### src/rtl/win_dec_pkg.sv
package win_dec_pkg;

  typedef enum logic [1:0] {
    SEL_MATCH = 2'd0,
    SEL_BANK  = 2'd1,
    SEL_SIZE  = 2'd2,
    SEL_NONE  = 2'd3
  } regSel_e;

  typedef struct packed {
    logic    wrMatch;
    logic    wrBank;
    logic    wrSize;
    regSel_e rdSel;
  } ctrlStrobes_t;

endpackage

### src/rtl/win_ctrl.sv
module win_ctrl
  import win_dec_pkg::*;
(
  input  logic         clk,
  input  logic         rstN,
  input  logic         regWrEn,
  input  logic [1:0]   regAddr,
  output ctrlStrobes_t strobes
);

  always_comb begin
    strobes         = '0;
    strobes.rdSel   = regSel_e'(regAddr);
    if (regWrEn) begin
      case (regSel_e'(regAddr))
        SEL_MATCH: strobes.wrMatch = 1'b1;
        SEL_BANK:  strobes.wrBank  = 1'b1;
        SEL_SIZE:  strobes.wrSize  = 1'b1;
        default:   ;
      endcase
    end
  end

  // at most one register is written in any cycle
  a_r10_single_strobe: assert property (@(posedge clk) disable iff (!rstN)
    $onehot0({strobes.wrMatch, strobes.wrBank, strobes.wrSize}));

  // no strobe without a write request
  a_r2_no_spurious_write: assert property (@(posedge clk) disable iff (!rstN)
    !regWrEn |-> !(strobes.wrMatch || strobes.wrBank || strobes.wrSize));

endmodule

### src/rtl/win_dp.sv
module win_dp
  import win_dec_pkg::*;
#(
  parameter int              SLICE_W  = 8,
  parameter int              OFFSET_W = 12,
  parameter logic [SLICE_W-1:0] RO_ONE   = 8'h01,
  parameter logic [SLICE_W-1:0] RO_ZERO  = 8'hC0,
  parameter logic [SLICE_W-1:0] SIZE_RST = 8'h03
) (
  input  logic                         clk,
  input  logic                         rstN,
  input  ctrlStrobes_t                 strobes,
  input  logic [SLICE_W-1:0]           wrData,
  input  logic [SLICE_W+OFFSET_W-1:0]  hostAddr,
  output logic [SLICE_W-1:0]           rdData,
  output logic                         windowHit,
  output logic [SLICE_W+OFFSET_W-1:0]  localAddr
);

  localparam int ADDR_W = SLICE_W + OFFSET_W;

  logic [SLICE_W-1:0] matchQ;
  logic [SLICE_W-1:0] bankQ;
  logic [SLICE_W-1:0] effMask;
  logic [SLICE_W-1:0] hostSlice;
  logic [SLICE_W-1:0] localSlice;
  logic [SLICE_W-1:0] diffBits;

  assign hostSlice = hostAddr[ADDR_W-1:OFFSET_W];

  always_ff @(posedge clk or negedge rstN) begin
    if (!rstN) begin
      matchQ <= '0;
      bankQ  <= '0;
    end else begin
      if (strobes.wrMatch) matchQ <= wrData;
      if (strobes.wrBank)  bankQ  <= wrData;
    end
  end

  // Per-bit size mask: hard-wired bits are constants, the rest are flops
  for (genvar i = 0; i < SLICE_W; i++) begin : g_mask
    if (RO_ONE[i]) begin : g_one
      assign effMask[i] = 1'b1;
    end else if (RO_ZERO[i]) begin : g_zero
      assign effMask[i] = 1'b0;
    end else begin : g_rw
      logic bitQ;
      always_ff @(posedge clk or negedge rstN) begin
        if (!rstN)              bitQ <= SIZE_RST[i];
        else if (strobes.wrSize) bitQ <= wrData[i];
      end
      assign effMask[i] = bitQ;
    end
  end

  always_comb begin
    case (strobes.rdSel)
      SEL_MATCH: rdData = matchQ;
      SEL_BANK:  rdData = bankQ;
      SEL_SIZE:  rdData = effMask;
      default:   rdData = '0;
    endcase
  end

  assign diffBits   = (hostSlice ^ matchQ) & ~effMask;
  assign windowHit  = (diffBits == '0);
  assign localSlice = (bankQ & ~effMask) | (hostSlice & effMask);
  assign localAddr  = {localSlice, hostAddr[OFFSET_W-1:0]};

  // a match write shows up one edge later
  a_r2_match_write: assert property (@(posedge clk) disable iff (!rstN)
    strobes.wrMatch |=> (matchQ == $past(wrData)));

  // a bank write shows up one edge later
  a_r2_bank_write: assert property (@(posedge clk) disable iff (!rstN)
    strobes.wrBank |=> (bankQ == $past(wrData)));

  // the mask holds while no size write occurs
  a_r5_mask_hold: assert property (@(posedge clk) disable iff (!rstN)
    !strobes.wrSize |=> $stable(effMask));

  // a hit implies the always-compared bits agree
  a_r6_top_compared: assert property (@(posedge clk) disable iff (!rstN)
    windowHit |-> ((hostSlice & RO_ZERO) == (matchQ & RO_ZERO)));

  // always-masked bits come from host, always-compared bits from bank
  a_r7_fixed_sources: assert property (@(posedge clk) disable iff (!rstN)
    ((localAddr[ADDR_W-1:OFFSET_W] & RO_ONE) == (hostSlice & RO_ONE)) &&
    ((localAddr[ADDR_W-1:OFFSET_W] & RO_ZERO) == (bankQ & RO_ZERO)));

  // the low offset passes through
  a_r8_offset_pass: assert property (@(posedge clk) disable iff (!rstN)
    localAddr[OFFSET_W-1:0] == hostAddr[OFFSET_W-1:0]);

endmodule

### src/rtl/win_decoder.sv
module win_decoder
  import win_dec_pkg::*;
#(
  parameter int                 ADDR_W   = 20,
  parameter int                 SLICE_W  = 8,
  parameter logic [SLICE_W-1:0] RO_ONE   = 8'h01,
  parameter logic [SLICE_W-1:0] RO_ZERO  = 8'hC0,
  parameter logic [SLICE_W-1:0] SIZE_RST = 8'h03
) (
  input  logic               clk,
  input  logic               rstN,
  input  logic               regWrEn,
  input  logic [1:0]         regAddr,
  input  logic [SLICE_W-1:0] regWrData,
  output logic [SLICE_W-1:0] regRdData,
  input  logic [ADDR_W-1:0]  hostAddr,
  output logic               windowHit,
  output logic [ADDR_W-1:0]  localAddr
);

  localparam int OFFSET_W = ADDR_W - SLICE_W;

  ctrlStrobes_t strobes;

  win_ctrl u_ctrl (
    .clk     (clk),
    .rstN    (rstN),
    .regWrEn (regWrEn),
    .regAddr (regAddr),
    .strobes (strobes)
  );

  win_dp #(
    .SLICE_W  (SLICE_W),
    .OFFSET_W (OFFSET_W),
    .RO_ONE   (RO_ONE),
    .RO_ZERO  (RO_ZERO),
    .SIZE_RST (SIZE_RST)
  ) u_dp (
    .clk       (clk),
    .rstN      (rstN),
    .strobes   (strobes),
    .wrData    (regWrData),
    .hostAddr  (hostAddr),
    .rdData    (regRdData),
    .windowHit (windowHit),
    .localAddr (localAddr)
  );

endmodule

### config.mk
export PLATFORM = sky130hd
export DESIGN_NAME = win_decoder
export DESIGN_NICKNAME = d
export VERILOG_FILES = /design/src/rtl/win_dec_pkg.sv /design/src/rtl/win_ctrl.sv /design/src/rtl/win_dp.sv /design/src/rtl/win_decoder.sv
export SDC_FILE = /design/constraint.sdc
export NUM_CORES = 1
export LEC_CHECK = 0
export BUFFER_PORTS_ARGS = -buffer_cell sky130_fd_sc_hd__buf_2
export CORE_MARGIN = 2
export CORE_UTILIZATION = 35
export CTS_CLUSTER_DIAMETER = 40
export CTS_CLUSTER_SIZE = 25
export DETAILED_ROUTE_END_ITERATION = 16
export PLACE_DENSITY_LB_ADDON = 0.15
export SETUP_SLACK_MARGIN = 0.15
export SLEW_MARGIN = 20
export SYNTH_ARGS = -nofsm -noshare
export SYNTH_HDL_FRONTEND = slang
export SYNTH_SLANG_ARGS = --single-unit
export TNS_END_PERCENT = 5
### constraint.sdc
create_clock -name clk -period 1.36 [get_ports clk]
set_input_delay 0.204 -clock clk [delete_from_list [all_inputs] [get_ports clk]]
set_output_delay 0.204 -clock clk [all_outputs]
set_load 0.005 [all_outputs]
==> results of run 1 <==
## critical path: cells and delay by family, from the launching register on
family | cells | cell delay, ps
DFF | 1 | 430
and+or+nand+nor | 1 | 210
xor gates and xnor gates | 1 | 160
buffers and inverters | 1 | 150
AOI/OAI and AO/OA | 1 | 120
## power groups by stage
stage	registers, mW	clock network, mW	logic (mW)
finish	0.858	0.310	0.610
global placement	0.862	0	0.463
detailed placement	0.867	0	0.472
global route	0.874	0.362	0.667
CTS	0.854	0.328	0.561
floorplan	0.834	0	0.346
## cell usage in the layout (no fill, tap or decap)
cell	instances
o22ai_1	2
dfrtp_1	19
xnor2_1	6
nor3b_4	1
buf_6	5
nand3b_1	1
clkinv_2	1
nor2_1	3
mux2_2	21
nor3_1	1
dfrtp_2	1
o211ai_1	1
dlygate4sd3_1	1
nand2_2	1
and2b_2	2
o21ai_1	6
dfstp_2	1
buf_4	12
mux2_4	5
clkbuf_4	3
mux2i_1	7
xnor2_2	1
buf_2	30
nand2_1	6
## layout make-up
class | instances | area, sq um | share of cell area
clock buffer | 3 | 22.5 | 0.0149
multi-input combinational | 64 | 589 | 0.391
tap | 46 | 57.6 | 0.0381
timing repair buffer | 48 | 307 | 0.203
clock inverter | 1 | 5.00 | 0.00332
sequential | 21 | 528 | 0.350
## timing repair
action	4_1_cts	5_1_grt
pin swaps	7	6
resized for setup	11	7
endpoints found under the setup margin	13	14
hold endpoints to repair	20	0
hold buffers	1	0
buffers inserted	4	3
## cells by family after synthesis
| kind of cell | Yosys count |
|---|---|
| flops | 21 |
| mux | 33 |
| simple gates | 15 |
| xor+xnor | 7 |
| compound gates | 9 |
| buf+inv | 17 |
## state kept, by name (all words and copies together), names as in the netlist
| name | count |
|---|---|
| u_dp.bankQ | 8 |
| u_dp.matchQ | 8 |
| u_dp.g_mask.g_rw.bitQ | 5 |
## metal layers
layer  GRT usage  vias to the layer above  share of wire
met5           0                        -              0
met4      0.0750                        0          0.025
met3      0.0268                       10          0.055
met2       0.246                       26           0.51
met1       0.176                      444           0.41
li1            -                      409              -
## worst min-delay path by stage
stage	end	depth (start not counted)
CTS	u_dp.bankQ[4]	2
global placement	u_dp.matchQ[6]	1
finish	u_dp.matchQ[7]	2
detailed placement	u_dp.matchQ[5]	1
floorplan	u_dp.bankQ[0]	0
global route	u_dp.matchQ[0]	2
## stage by stage
stage | hold slack (ps) | cells | total power [mW]
5_1_grt | 126 | 183 | 1.90
3_3_place_gp | 191 | 171 | 1.33
4_1_cts | 133 | 180 | 1.74
2_1_floorplan | -91.6 | 102 | 1.18
6_report | 143 | 183 | 1.78
3_5_place_dp | 194 | 171 | 1.34
==> metrics, run 1 <==
main combinational cell family by area after synthesis multiplexers; syn_nets 135; synthesized-area fraction occupied by adder cells 0; mux cell area share after synthesis 0.297; Post-Route WL 2780 um; Slew HR 0.676; critical hold path startpoint regWrData[7]; H-Tree Depth 1; Reg2Reg Setup Slack 440 ps; power per cell area 1180 nW/um^2; most common cell in the netlist mux2_2; # rows 21; internal power 1.25 mW; CTS max path bufs 2; syn avg cell area 12.0 sq um; total track usage 0.146; Initial DRT Pass Iterations 4; Design Area, Final 1510 sq um; Placed Area 1360 sq um; Post-Syn Area 1220 sq um; peak supply drop 0.510 mV; share of layout cells above drive strength 1 0.613; DRT antenna net count 0; post-route setup slack -209 ps; asr flop ratio synth 1.00; clk root buf clkbuf_4; cts bufs inserted 3; Slowest cell on crit path dfrtp_1; RSZ-0062 raised after global routing yes; ys flop type dfrtp_1; first-pass GRT wire length 4550 um; failing checks setup timing; clk slew on worst S/H paths 120 ps; CP max FO 3; Area Growth Syn to Fin 23.6%; die width 63.1 um; Synth Area in Compound Gates 0.0410; Setup CP Type reg -> out; vias per cell 4.86; yosys warns 0; startpoint types register; hold crit path type in -> reg; Clock power frac 0.175; CTS tree yes; Comb pwr share 0.343; sw frac 0.295; min Tclk post-route 1570 ps; Residual DRC 0; core area 3340 sq um; number of flops mapped to enable cells by yosys 0; CP required 1160 ps; CTS sink count 21; depth of the worst register-to-register path 2; Critical R2R Capture u_dp.matchQ[7]; Max-cap violations 0; Clk Latency, worst-skew pair 300 ps; CP arrival 1370 ps; antenna violations before repair 0; Yosys top cell by area dfrtp_1; f_max 637 MHz; slowest stage delay, CP 430 ps; most frequent cells after synthesis mux2_2 (26), dfrtp_1 (20), buf_4 (16); status finished with violations; leakage power 0.714 nW; via count 889; gr ovfl total 0; vias in the first global route 952; Iteration-0 DRC Markers 47; Setup-failing EPs final 11; ANT cells 0; sequential area share after synthesis 0.431; simple-gate share of the synthesized area 0.0727; element type at the critical path end output port; Yosys reg bits 21; clock skew 0 ps; Reg-to-Reg Start u_dp.matchQ[7]; largest net degree at the start of global routing 22; Synth cell types 17; Synth Area in XOR/XNOR 0.0502; Final Util 0.452; post-detail-place hpwl 2060 um; Initial Utilization 0.366; worst slew pin tran 486 ps; wire length per cell 15.2 um; fin crit share 1.15; Final Max Slew Viols 0; GPL Wtd Cong 0.744; # port buffers 35; Hold Fails Final Rpt 0; pre-CTS WS 89.2 ps; Ports 62; Final nets 171; share of the synthesized area in the top cell type 0.410; post-route setup TNS -633 ps; crit-path cells xnor2_1, o211ai_1, nor3_1, buf_2; die area 3980 sq um; top cells by area, synth dfrtp_1 (41%), mux2_2 (24%), buf_4 (9.8%); sequential share of power 0.483; critical path launch point u_dp.matchQ[5]; Synth Instances 102; Fill cells 340; Die Y 63.1 um; Setup crit end windowHit; P_sw 0.524 mW
No activity file was read; power rests on OpenSTA's default activity.
==> run 2: changes to the inputs <==
--- a/config.mk
+++ b/config.mk
@@ -11,6 +11,7 @@
 export CTS_CLUSTER_DIAMETER = 40
 export CTS_CLUSTER_SIZE = 25
 export DETAILED_ROUTE_END_ITERATION = 16
+export GPL_ROUTABILITY_DRIVEN = 0
 export PLACE_DENSITY_LB_ADDON = 0.15
 export SETUP_SLACK_MARGIN = 0.15
 export SLEW_MARGIN = 20
==> constraint.sdc (replaced) <==
create_clock -name clk -period 1.36 [get_ports clk]
set_input_delay 0.136 -clock clk [delete_from_list [all_inputs] [get_ports clk]]
set_output_delay 0.136 -clock clk [all_outputs]
set_load 0.005 [all_outputs]
==> run 2 against run 1 <==
Effect of this change: the run still ends with setup timing left; utilization decreased by 2.0 points; sequential share of layout area increased by 1.5 points; sequential power about the same; final area fell by 4.4%; clock-buffer cell count rose by 1; critical path depth unchanged; via count is 6.0% lower; routed wire length shrank 4.4%; power decreased by 4.1%; setup slack better by 79 ps; register-to-register slack improved by 30 ps; non-clock buffer count decreased by 8.
==> metrics, run 2 (synthesis results as in run 1) <==
highest-count cells in the layout ignoring fill and taps buf_2 (30), mux2_2 (21), dfrtp_1 (20), mux2i_1 (7), xnor2_1 (7); clk slew on worst S/H paths 120 ps; f_max 671 MHz; Setup-failing EPs final 2; worst slew pin tran 472 ps; hold crit path type in -> reg; startpoint types register; largest net degree at the start of global routing 22; leakage power 0.669 nW; Die Y 63.1 um; failing checks setup timing; crit-path cells xnor2_1, o22ai_1, nor3_1, buf_2; fin crit share 1.10; min Tclk post-route 1490 ps; peak supply drop 0.433 mV; clk root buf clkbuf_4; share of layout cells above drive strength 1 0.566; Post-Route WL 2660 um; Slew HR 0.685; CTS tree yes; Non-Filler Instances 175; Residual DRC 0; # port buffers 35; post-route setup slack -131 ps; DRT antenna net count 0; core area 3340 sq um; power per cell area 1180 nW/um^2; RSZ-0062 raised after global routing yes; Ports 62; slowest stage delay, CP 420 ps; Final Util 0.432; post-detail-place hpwl 1970 um; gr ovfl total 0; clock skew 0 ps; Initial DRT Pass Iterations 4; pre-CTS WS 111 ps; via count 836; ANT cells 0; CP max FO 2; Iteration-0 DRC Markers 18; CTS sink count 21; Regs by FF count u_dp.bankQ (8), u_dp.matchQ (8), u_dp.g_mask.g_rw.bitQ (5); placed insts 169; Area Growth Syn to Fin 18.1%; Placed Area 1350 sq um; vias in the first global route 878; wire length per cell 15.2 um; CTS max path bufs 2; cts bufs inserted 3; antenna violations before repair 0; element type at the critical path end output port; H-Tree Depth 1; Final nets 163; Final Max Slew Viols 0; CP required 1220 ps; most common cell after layout, fill and taps aside buf_2; die area 3980 sq um; Clk Latency, worst-skew pair 300 ps; Initial Utilization 0.366; vias per cell 4.78; # rows 21; total track usage 0.136; Max-cap violations 0; first-pass GRT wire length 4170 um; CP arrival 1350 ps; Hold Fails Final Rpt 0; status finished with violations; Setup CP Type reg -> out; Slowest cell on crit path dfrtp_1; total chip power 1.71 mW; die width 63.1 um; Design Area, Final 1440 sq um
run 2: cell types whose count changed in the layout (fill, tap and decap cells not counted), sizes merged:
cell	before	now
clkinv	1	0
clkbuf	3	4
buf	47	39
run 2: layer usage:
layer | track usage | routed length [um] | vias to the layer above | part of all wire
met1 | 0.164 | 1120 | 413 | 0.42
met3 | 0.0268 | 148 | 8 | 0.056
li1 | - | - | 391 | -
met4 | 0.0667 | 55 | 0 | 0.021
met5 | 0 | 0 | - | 0
met2 | 0.229 | 1340 | 24 | 0.50
run 2: stage by stage:
| stage | TNS, ps | hold WS (ps) |
|---|---|---|
| 3_5_place_dp | 0 | 130 |
| 4_1_cts | -224 | 70.2 |
| 6_report | -205 | 73.0 |
| 5_1_grt | -333 | 49.1 |
| 3_3_place_gp | 0 | 116 |
| 2_1_floorplan | 0 | -160 |
run 2: report_power, final:
part           switching [mW]  internal [mW]
clock network           0.189          0.114
registers               0.110          0.747
logic                   0.193          0.353
total                   0.492           1.21
run 2: area by class of cell:
| type | instances | area, sq um |
|---|---|---|
| Fill cell | 341 | 1890 |
| Multi-Input combinational cell | 64 | 582 |
| Timing Repair Buffer | 40 | 250 |
| Clock buffer | 4 | 26.3 |
| Tap cell | 46 | 57.6 |
| Sequential cell | 21 | 527 |
run 2: final timing paths:
path | depth (start not counted) | slack [ps] | start | to
max reg2reg | 2 | 470 | u_dp.matchQ[1] | u_dp.matchQ[1]
max | 4 | -130 | u_dp.matchQ[1] | windowHit
min reg2reg | 1 | 530 | u_dp.matchQ[0] | u_dp.matchQ[0]
min in group asynchronous | 2 | 310 | rstN | u_dp.g_mask[5].g_rw.bitQ
min | 2 | 70 | regWrData[6] | u_dp.bankQ[6]
max in group asynchronous | 2 | 700 | rstN | u_dp.g_mask[1].g_rw.bitQ
run 2: worst max-delay path: cells and delay by family (launching register included):
kind	cells	cell delay [ps]
buffers and inverters	1	140
AOI/OAI and AO/OA	1	110
DFF	1	420
and+or+nand+nor	1	200
xor gates and xnor gates	1	180
run 2: what timing repair did:
| item | in CTS | in global routing |
|---|---|---|
| setup endpoints to repair | 10 | 14 |
| hold buffers | 1 | 0 |
| resized for setup | 13 | 4 |
| endpoints found under the hold margin | 20 | 0 |
| setup buffers | 1 | 0 |
| pin swaps | 7 | 9 |
